### src/rtl/phy_irq_pkg.sv
package phy_irq_pkg;
  localparam int REG_W  = 16;
  localparam int ADDR_W = 5;
  localparam logic [ADDR_W-1:0] MASK_ADDR = 5'h10;
  localparam logic [ADDR_W-1:0] STAT_ADDR = 5'h11;
  localparam logic [REG_W-1:0] MASK_RST  = 16'h4000;
  localparam logic [REG_W-1:0] LOCK_BITS = 16'h7000;
  localparam logic [REG_W-1:0] RSVD_BITS = 16'h0001;

  typedef logic [REG_W-1:0] reg_t;

  // Next mask value after a write: locked bits are kept while compat is set
  function automatic reg_t f_mask_write(reg_t old_v, reg_t wd, logic compat);
    reg_t keep;
    keep = compat ? LOCK_BITS : '0;
    return ((old_v & keep) | (wd & ~keep)) & ~RSVD_BITS;
  endfunction

  // Mask as seen by the interrupt gate
  function automatic reg_t f_eff_mask(reg_t m, logic compat);
    return compat ? (m & ~LOCK_BITS) : m;
  endfunction

  // Sticky update: a clear drops bits, new events win
  function automatic reg_t f_status_next(reg_t old_v, reg_t ev, logic clr);
    return ((clr ? '0 : old_v) | ev) & ~RSVD_BITS;
  endfunction
endpackage

### src/rtl/phy_irq_mask_reg.sv
module phy_irq_mask_reg
  import phy_irq_pkg::*;
#(
  parameter int   W        = REG_W,
  parameter logic [W-1:0] RST_VAL = MASK_RST
) (
  input  logic         clk,
  input  logic         rst_n,
  input  logic         we,
  input  logic [W-1:0] wdata,
  input  logic         compat,
  output logic [W-1:0] mask_q,
  output logic [W-1:0] eff_mask
);
  always_ff @(posedge clk) begin
    if (!rst_n)  mask_q <= RST_VAL;
    else if (we) mask_q <= f_mask_write(mask_q, wdata, compat);
  end

  assign eff_mask = f_eff_mask(mask_q, compat);

  // locked enables hold across a write made in compat mode
  p_lock_hold_r6: assert property (@(posedge clk) disable iff (!rst_n)
    (we && compat) |=> ((mask_q & LOCK_BITS) == ($past(mask_q) & LOCK_BITS)));

  // reserved bit never becomes set by a write
  p_rsvd_mask_r5: assert property (@(posedge clk) disable iff (!rst_n)
    (we && wdata[0]) |=> !mask_q[0]);

  // without a write strobe the mask is unchanged
  p_no_stray_r8: assert property (@(posedge clk) disable iff (!rst_n)
    !we |=> $stable(mask_q));
endmodule

### src/rtl/phy_irq_status_reg.sv
module phy_irq_status_reg
  import phy_irq_pkg::*;
#(
  parameter int W = REG_W
) (
  input  logic         clk,
  input  logic         rst_n,
  input  logic [W-1:0] ev,
  input  logic         clr,
  output logic [W-1:0] status_q
);
  logic [W-1:0] ev_used;
  logic [W-1:0] status_d;

  assign ev_used  = ev & ~RSVD_BITS;
  assign status_d = f_status_next(status_q, ev_used, clr);

  for (genvar i = 0; i < W; i++) begin : g_bit
    if (RSVD_BITS[i]) begin : g_rsvd
      always_ff @(posedge clk) status_q[i] <= 1'b0;
    end else begin : g_live
      always_ff @(posedge clk) begin
        if (!rst_n) status_q[i] <= 1'b0;
        else        status_q[i] <= status_d[i];
      end
    end
  end

  // set bits persist unless a status read clears them
  p_sticky_r2: assert property (@(posedge clk) disable iff (!rst_n)
    !clr |=> (($past(status_q) & ~status_q) == '0));

  // every event is captured, even during a clear
  p_capture_r4: assert property (@(posedge clk) disable iff (!rst_n)
    (|ev_used) |=> ((status_q & $past(ev_used)) == $past(ev_used)));
endmodule

### src/rtl/phy_irq_rd_mux.sv
module phy_irq_rd_mux
  import phy_irq_pkg::*;
#(
  parameter int W  = REG_W,
  parameter int AW = ADDR_W
) (
  input  logic          rd,
  input  logic [AW-1:0] addr,
  input  logic [W-1:0]  mask_q,
  input  logic [W-1:0]  status_q,
  output logic [W-1:0]  rdata,
  output logic          stat_rd
);
  always_comb begin
    rdata = '0;
    if (rd) begin
      unique case (addr)
        MASK_ADDR: rdata = mask_q;
        STAT_ADDR: rdata = status_q;
        default:   rdata = '0;
      endcase
    end
  end

  assign stat_rd = rd && (addr == STAT_ADDR);
endmodule

### src/rtl/phy_irq_agg.sv
module phy_irq_agg
  import phy_irq_pkg::*;
(
  input  logic              clk,
  input  logic              rst_n,
  input  logic [REG_W-1:0]  ev_i,
  input  logic              compat_i,
  input  logic [ADDR_W-1:0] reg_addr_i,
  input  logic              reg_wr_i,
  input  logic              reg_rd_i,
  input  logic [REG_W-1:0]  reg_wdata_i,
  output logic [REG_W-1:0]  reg_rdata_o,
  output logic              irq_o
);
  logic [REG_W-1:0] mask_q;
  logic [REG_W-1:0] eff_mask;
  logic [REG_W-1:0] status_q;
  logic [REG_W-1:0] pending;
  logic             mask_we;
  logic             stat_rd;

  assign mask_we = reg_wr_i && (reg_addr_i == MASK_ADDR);

  phy_irq_mask_reg #(.W(REG_W), .RST_VAL(MASK_RST)) u_mask (
    .clk(clk), .rst_n(rst_n), .we(mask_we), .wdata(reg_wdata_i),
    .compat(compat_i), .mask_q(mask_q), .eff_mask(eff_mask)
  );

  phy_irq_status_reg #(.W(REG_W)) u_status (
    .clk(clk), .rst_n(rst_n), .ev(ev_i), .clr(stat_rd), .status_q(status_q)
  );

  phy_irq_rd_mux #(.W(REG_W), .AW(ADDR_W)) u_rd (
    .rd(reg_rd_i), .addr(reg_addr_i), .mask_q(mask_q), .status_q(status_q),
    .rdata(reg_rdata_o), .stat_rd(stat_rd)
  );

  assign pending = status_q & eff_mask;
  assign irq_o   = |pending;

  // the line needs a recorded event behind it
  p_irq_has_cause_r3: assert property (@(posedge clk) disable iff (!rst_n)
    irq_o |-> (status_q != '0));

  // in compat mode only unlocked sources may raise the line
  p_compat_quiet_r7: assert property (@(posedge clk) disable iff (!rst_n)
    (compat_i && ((status_q & ~LOCK_BITS) == '0)) |-> !irq_o);

  // state right after reset
  p_reset_state_r1: assert property (@(posedge clk)
    $rose(rst_n) |-> (mask_q == MASK_RST && status_q == '0 && !irq_o));
endmodule

### config.mk
export PLATFORM = sky130hd
export DESIGN_NAME = phy_irq_agg
export DESIGN_NICKNAME = d
export VERILOG_FILES = /design/src/rtl/phy_irq_pkg.sv /design/src/rtl/phy_irq_mask_reg.sv /design/src/rtl/phy_irq_status_reg.sv /design/src/rtl/phy_irq_rd_mux.sv /design/src/rtl/phy_irq_agg.sv
export SDC_FILE = /design/constraint.sdc
export NUM_CORES = 1
export LEC_CHECK = 0
export ABC_CLOCK_PERIOD_IN_PS = 3200
export BUFFER_PORTS_ARGS = -buffer_cell sky130_fd_sc_hd__buf_2
export CAP_MARGIN = 20
export CORE_MARGIN = 2
export CORE_UTILIZATION = 25
export CTS_CLUSTER_DIAMETER = 100
export DETAILED_ROUTE_END_ITERATION = 10
export PLACE_DENSITY = 0.43
export SLEW_MARGIN = 5
export SYNTH_ARGS = -nofsm -noshare
export SYNTH_HDL_FRONTEND = slang
export SYNTH_HIERARCHICAL = 1
export SYNTH_SLANG_ARGS = --single-unit
export TNS_END_PERCENT = 100
### constraint.sdc
create_clock -name clk -period 3.2 [get_ports clk]
set_clock_uncertainty 0.05 [all_clocks]
set_input_delay 0.32 -clock clk [delete_from_list [all_inputs] [get_ports clk]]
set_output_delay 0.32 -clock clk [all_outputs]
set_load 0.05 [all_outputs]
==> results by group, run 1 <==
Global route
  • Global-route wire length before repair: a little under 7000 um
  • Initial antenna violation count: 0
  • Vias in the first global route: ~1,300
  • Largest net degree at the start of global routing: 33
  • Tot GR Track Use: between 10 and 15%
  • Total gr overflow: 0

Place
  • HPWL Detailed: 3100 um
  • PortBufs: 55
  • Placed cell areas: between 1500 and 2000 um2
  • Routability cong.: 0.658

Floorplan
  • Core area: between 6000 and 7000 um2
  • Chip width: 87.3 um
  • Site row count: 30
  • Initial Util: between 20% and 30%
  • Die footprint: about 7600 um2
  • Ports: slightly below 60
  • Die Y: 87.3 um

Worst hold path
  • Hold_sp: ev_i[15]
  • Hold Path Sink: u_status/status_q[15]$_SDFF_PN0_
  • HP Class: primary input to flip-flop
  • Hold path depth: 2

Yosys
  • Synth warnings: 6
  • Post-synth EDFFs: 0
  • Synth Instances: approximately 170
  • Synth top area share: between 30% and 40%
  • Synthesized cell area: about 1700 um2
  • Post-synthesis sequential area ratio: 34.6%
  • Leading area contributor after synthesis: dfxtp_1
  • Commonest register cell after synthesis: dfxtp_1
  • Ys async rst share: 0%
  • FF+latch count, synth: 30
  • Syn_area_per_cell: between 10 and 15 um2
  • Synth area leaders: dfxtp_1 (35%), mux2i_1 (17%), nor2b_1 (9.4%)
  • Yosys cell types: 25

Clocking
  • CTS tree: yes
  • Hold Buf Count CTS: 0
  • Skew-Pair Late Insertion Delay: 280 ps
  • CTS Buf Count: 5
  • CTS-repair resized insts: 0
  • Clk slew on worst S/H paths: about 60 ps
  • H-Tree Depth: 2
  • Setup Buffers After CTS: 0
  • Clock sinks: 30
  • Clk root buf: clkbuf_8
  • Clk buf depth: 2

STA
  • Slew Viols, Final: 0
  • Slew HR: under 10%
  • Hold Fails Final Rpt: 0
  • Worst Hold Slack: 193 ps
  • Period minus WS final: ~2100 ps
  • Fin Setup TNS: 0 ps
  • Unrepaired setup endpoints after global routing: false
  • FMAX: slightly below 500 MHz
  • Final worst-path cycle share: 64.8%
  • Slew at the pin with the worst max-slew slack: between 1000 and 1500 ps
  • Final setup viols: 0

Worst setup path
  • Worst setup path category: primary input to output pin
  • R2R cell count: 2
  • FF-to-FF setup slack: about 2400 ps
  • R2R Path Start: u_status/status_q[12]$_SDFF_PN0_
  • CP Capture Type: output pin
  • CP Max Fanout: 17
  • CP arrival: approximately 1700 ps
  • FF-to-FF End: u_status/status_q[12]$_SDFF_PN0_
  • CP startpoint kind: primary input
  • Worst EP required: ~2800 ps

Run
  • Total of max-cap violations: 0

Routing
  • Via count: 1,261
  • 1st-pass router iterations: 4
  • Vias per inst: ~4.3
  • Drt drc: 0
  • Final WL: between 4000 and 5000 um
  • ANT nets after route: 0
  • Detailed router's first-iteration violation count: 29
  • Per-cell routed wire length: about 14 um

Layout
  • N_diodes: 0
  • Synth-to-Final Area Change: 17.2%
  • NumNets Final: roughly 260
  • Share of cells above drive strength 1: between 30 and 40%
  • Finished Cell Area: roughly 2000 um2
  • Core Util, Final: a little under a third

Pwr
  • Leak: 0.856 nW
  • Clock network power share: 38.3%
  • Pwr/cell area: 403 nW/um2
  • Net Sw Frac: 25.3%
  • Seq pwr share: between 40% and 50%
  • Comb power frac: 12.8%
  • VDD IR max: between 0.1 and 0.15 mV
  • Switching pwr: just over 0.0002 W
  • Int Pwr: roughly 0.0006 W

Run status
  • Status: finished clean
[power by group through the flow]
stage / Sequential, W / Clock, W / Combinational, W
after floorplan: 0.000406 / 0 / 0.0000719
after global placement: 0.000409 / 0 / 0.000106
after detailed placement: 0.000409 / 0 / 0.000106
after CTS: 0.000400 / 0.000331 / 0.000107
after global routing: 0.000403 / 0.000351 / 0.000115
final: 0.000401 / 0.000314 / 0.000105
[final cells by class]
cell class                 instances  area (um2)
clock buffer                       7        86.3
fill                             732        4720
tap                               80         100
sequential                        30         601
multi-input combinational        115         926
clock inverter                     1        5.00
timing repair buffer              59         305
inverter                           3        11.3
[layout by cell type, fill, tap and decap left out, types with 6 or more instances in the layout]
master	Yosys	layout
buf_2	4	55
clkbuf_8	0	6
dfxtp_1	30	30
mux2i_1	30	30
nor2b_1	26	26
nor3_1	8	7
nor3_2	10	11
o21a_1	15	15
[cell families (layout without fill, tap and decap cells)]
group | after synthesis | count (layout) | synth area share (%)
AOI/OAI and AO/OA | 24 | 24 | 12.4
buffers and inverters | 28 | 70 | 12.5
DFF | 30 | 30 | 34.6
muxes | 30 | 30 | 17.3
other | 2 | 3 | 0.433
and+or+nand+nor | 58 | 58 | 22.7
[sequential cells by signal (all words and copies together) (netlist names), named ones only]
name and count:
u_status/status_q 15, u_mask/mask_q 12
[per-stage QoR]
stage | instances | total power [W] | worst slack (ps)
after global routing | 295 | 0.000868 | 1050
after detailed placement | 287 | 0.000515 | 887
final | 295 | 0.000819 | 1130
after CTS | 295 | 0.000838 | 1120
after global placement | 287 | 0.000515 | 866
after floorplan | 173 | 0.000478 | 761
[worst max-delay path by stage]
| stage | startpoint | end | slack [ps] | cells after the start |
|---|---|---|---|---|
| 3_3_place_gp | reg_addr_i[3] | u_status/status_q[12]$_SDFF_PN0_ | 870 | 6 |
| 3_5_place_dp | reg_addr_i[3] | u_status/status_q[12]$_SDFF_PN0_ | 890 | 6 |
| 5_1_grt | reg_addr_i[3] | u_status/status_q[13]$_SDFF_PN0_ | 1050 | 6 |
| 4_1_cts | reg_addr_i[3] | reg_rdata_o[5] | 1120 | 4 |
| 2_1_floorplan | reg_addr_i[3] | reg_rdata_o[15] | 760 | 3 |
| 6_report | reg_addr_i[3] | reg_rdata_o[3] | 1130 | 4 |
[synthesized netlist by cell type, types with 2 or more instances]
| cell | n |
|---|---|
| a221oi_2 | 4 |
| a22o_1 | 4 |
| and2b_1 | 3 |
| buf_12 | 2 |
| buf_2 | 4 |
| buf_4 | 16 |
| buf_6 | 2 |
| conb_1 | 2 |
| dfxtp_1 | 30 |
| inv_1 | 2 |
| mux2i_1 | 30 |
| nand2_1 | 4 |
| nor2_1 | 2 |
| nor2b_1 | 26 |
| nor3_1 | 8 |
| nor3_2 | 10 |
| o21a_1 | 15 |
[critical path, stage by stage]
cell and delay [ps]:
buf_2 100, or4b_4 690, nor3_1 270, buf_2 310
[routing by layer]
layer | global-route usage (%) | share of wire, % | wire length, um
met1 | 16.0 | 49 | 2090
met2 | 18.7 | 45 | 1920
met3 | 3.03 | 4.6 | 195
met4 | 5.03 | 1.4 | 58
met5 | 0 | 0 | 0
(Power assumes the default switching activity.)
==> inputs of run 2 (changes only) <==
--- a/config.mk
+++ b/config.mk
@@ -5,14 +5,15 @@
 export SDC_FILE = /design/constraint.sdc
 export NUM_CORES = 1
 export LEC_CHECK = 0
-export ABC_CLOCK_PERIOD_IN_PS = 3200
+export ABC_AREA = 1
+export ABC_CLOCK_PERIOD_IN_PS = 2100
 export BUFFER_PORTS_ARGS = -buffer_cell sky130_fd_sc_hd__buf_2
 export CAP_MARGIN = 20
 export CORE_MARGIN = 2
 export CORE_UTILIZATION = 25
 export CTS_CLUSTER_DIAMETER = 100
 export DETAILED_ROUTE_END_ITERATION = 10
-export PLACE_DENSITY = 0.43
+export PLACE_DENSITY = 0.42
 export SLEW_MARGIN = 5
 export SYNTH_ARGS = -nofsm -noshare
 export SYNTH_HDL_FRONTEND = slang
==> constraint.sdc (replaced) <==
create_clock -name clk -period 2.1 [get_ports clk]
set_clock_uncertainty 0.05 [all_clocks]
set_input_delay 0.21 -clock clk [delete_from_list [all_inputs] [get_ports clk]]
set_output_delay 0.21 -clock clk [all_outputs]
set_load 0.05 [all_outputs]
==> run 2 against run 1 <==
- first-iteration DRC count rose to 2.8 times the previous value
- critical path type is now flip-flop to output pin
- cell area up 12%
- sequential share of layout area down 3.2 points
- synthesized area up 15%
- highest routed layer unchanged
- combinational power up 75%
- global-route usage up 0.74 points
==> results by group, run 2 <==
Clocking
  • H-Tree Depth: 2 (unchanged)
  • Clk buf depth: 2 (unchanged)
  • Clk root buf: clkbuf_8
  • Setup Buffers After CTS: 0 (unchanged)
  • CTS tree: yes
  • CTS Buf Count: 5 (unchanged)
  • CTS-repair resized insts: 0 (unchanged)
  • Skew-Pair Late Insertion Delay: 280 ps (about the same)
  • Hold Buf Count CTS: 0 (unchanged)
  • Clock sinks: 30 (unchanged)
  • Clk slew on worst S/H paths: 70 ps (about the same)

Floorplan
  • Ports: 59 (unchanged)
  • Die Y: 93.2 um (+6.7%)
  • Chip width: 93.2 um (+6.7%)
  • Die footprint: 8680 um2 (+14%)
  • Site row count: 32 (+6.7%)
  • Initial Util: 25.7% (+0.043 points)
  • Core area: 7730 um2 (+14%)

Layout
  • Finished Cell Area: 2280 um2 (+12%)
  • Commonest cells after routing, fill and taps aside: nand2_1 (75), buf_2 (55), inv_1 (42)
  • Biggest register: u_status/status_q
  • Top flop regs: u_status/status_q x15, u_mask/mask_q x12
  • N_diodes: 0 (unchanged)
  • NumNets Final: 372 (+45%)
  • Commonest non-fill, non-tap cell in the layout: nand2_1
  • Synth-to-Final Area Change: 14.6%
  • Share of cells above drive strength 1: 30.8% (-7.8 points)
  • Max reg flops: 15 (unchanged)

Yosys
  • Post-synth EDFFs: 0 (unchanged)
  • Commonest register cell after synthesis: dfxtp_1
  • Synth top cells by count: nand2_1 (75), inv_1 (42), nand4_1 (33), dfxtp_1 (30)
  • Ys async rst share: 0% (unchanged)
  • Synth area leaders: dfxtp_1 (30%), nand2_1 (14%), nand4_1 (10%)
  • Most frequent cell after synthesis: nand2_1
  • Yosys cell types: 22 (-12%)
  • Synth top area share: 30.2% (-4.4 points)
  • Synth Instances: 293 (+70%)
  • Synthesized cell area: 1990 um2 (+15%)
  • Synth warnings: 6 (unchanged)
  • Syn_area_per_cell: 6.79 um2 (-33%)
  • Post-synthesis sequential area ratio: 30.2% (-4.4 points)
  • FF+latch count, synth: 30 (unchanged)
  • Leading area contributor after synthesis: dfxtp_1

Worst setup path
  • Slowest cell on the critical path: dfxtp_1
  • CP Capture Type: output pin
  • Worst setup path category: flip-flop to output pin
  • CP arrival: 1330 ps (-370 ps)
  • CP startpoint kind: flip-flop
  • CP Max Fanout: 3 (-14)
  • R2R Path Start: u_status/status_q[6]$_SDFF_PN0_
  • CP Cell Sequence: inv_1, nor2_1, nand2_1, nand2_1, inv_1, nand2_1, nor2_1, nand2_1, buf_2
  • Slowest Stage Delay on Critical Path: 350 ps (-340 ps)
  • Worst EP required: 1840 ps (-990 ps)
  • Most used cell, CP: nand2_1

Global route
  • Vias in the first global route: 1,699 (+33%)
  • Largest net degree at the start of global routing: 18 (-45%)
  • Grt met3 use: 3.55% (+0.51 points)
  • Total gr overflow: 0 (unchanged)
  • Top Usage Layer GRT: met2
  • Global-route wire length before repair: 8560 um (+25%)
  • Initial antenna violation count: 0 (unchanged)
  • Grt met2 use: 19.4% (+0.71 points)
  • Tot GR Track Use: 12.9% (+0.74 points)
  • Met1 Usage GRT: 17.9% (+1.9 points)

STA
  • FMAX: approximately 630 MHz
  • Crit path setup slack, layout: 505 ps (-622 ps)
  • Unrepaired setup endpoints after global routing: false
  • Hold Fails Final Rpt: 0 (unchanged)
  • Slew Viols, Final: 0 (unchanged)
  • Worst Hold Slack: 102 ps (-91.3 ps)
  • Period minus WS final: between 1500 and 2000 ps
  • Fin Setup TNS: 0 ps (unchanged)
  • Final setup viols: 0 (unchanged)
  • Final worst-path cycle share: 76.0%

Routing
  • Per-cell routed wire length: 12.7 um (-12%)
  • Drt drc: 0 (unchanged)
  • ANT nets after route: 0 (unchanged)
  • Detailed router's first-iteration violation count: 82 (+180%)
  • Via count: 1,857 (+47%)
  • 1st-pass router iterations: 4 (unchanged)
  • Vias per inst: 4.29 (+0.33%)
  • Final WL: 5480 um (+28%)

Pwr
  • Power Total: 0.00135 W (+65%)
  • Pwr/cell area: 594 nW/um2 (+47%)
  • Leak: 1.28 nW (+49%)
  • VDD IR max: 0.208 mV (+68%)

Place
  • PortBufs: 55 (unchanged)
  • Pre-CTS setup slack: 504 ps (-383 ps)
  • Placed cell areas: 2170 um2 (+12%)
  • HPWL Detailed: 4030 um (+30%)
  • Routability cong.: 0.794 (+21%)

Run
  • Total of max-cap violations: 0 (unchanged)

Run status
  • Status: finished clean

Worst hold path
  • Hold_sp: reg_wdata_i[1]
  • HP Class: primary input to flip-flop
==> run 2: cell count changes in the layout (fill, tap and decap cells not counted), sizes merged, moves of 13 or more <==
cell | previous run | this run
a21oi | 0 | 15
inv | 2 | 48
mux2i | 30 | 0
nand2 | 4 | 77
nand4 | 1 | 33
nor2 | 2 | 40
nor2b | 27 | 0
nor3 | 18 | 1
o21a | 15 | 0
o21ai | 0 | 13
==> run 2: final cells by class <==
class                           count  area [um2]
Inverter                           48         180
Fill cell                         914        5450
Sequential cell                    30         601
Clock buffer                        8         110
Timing Repair Buffer               58         298
Multi-Input combinational cell    187         962
Tap cell                          102         128
==> run 2: metal layers <==
layer	part of all wire, %	vias to the layer above
li1	-	974
met1	49	828
met2	43	49
met3	6.9	6
met4	1.1	0
met5	0	-
==> run 2: cell families after synthesis <==
kind of cell    Yosys count  synth area share [%]
compound gates           28                  8.75
buf+inv                  77                  21.6
flops                    30                  30.2
other cells               2                 0.378
simple gates            156                  39.1
==> run 2: final timing paths <==
kind	cells after the start	slack, ps	endpoint
max	9	510	irq_o
min	3	100	u_mask/mask_q[1]$_SDFFE_PN0P_
max reg2reg	2	1400	u_status/status_q[6]$_SDFF_PN0_
min reg2reg	2	440	u_status/status_q[10]$_SDFF_PN0_
==> run 2: per-stage QoR <==
stage | instances | util (%)
CTS | 433 | 29.5
finish | 433 | 29.5
floorplan | 294 | -
detailed placement | 425 | 28.1
global route | 433 | 29.5
global placement | 425 | 28.1
==> run 2: critical path: cells and delay by family, from the launching register on <==
kind	cells	cell delay, ps
buffers and inverters	3	350
and+or+nand+nor	6	370
DFF	1	350
==> run 2: report_power, final <==
part           switching, W  total [W]  internal (W)
sequential        0.0000213   0.000615      0.000594
combinational      0.000121   0.000184     0.0000631
clock              0.000222   0.000553      0.000331
total              0.000365    0.00135      0.000987
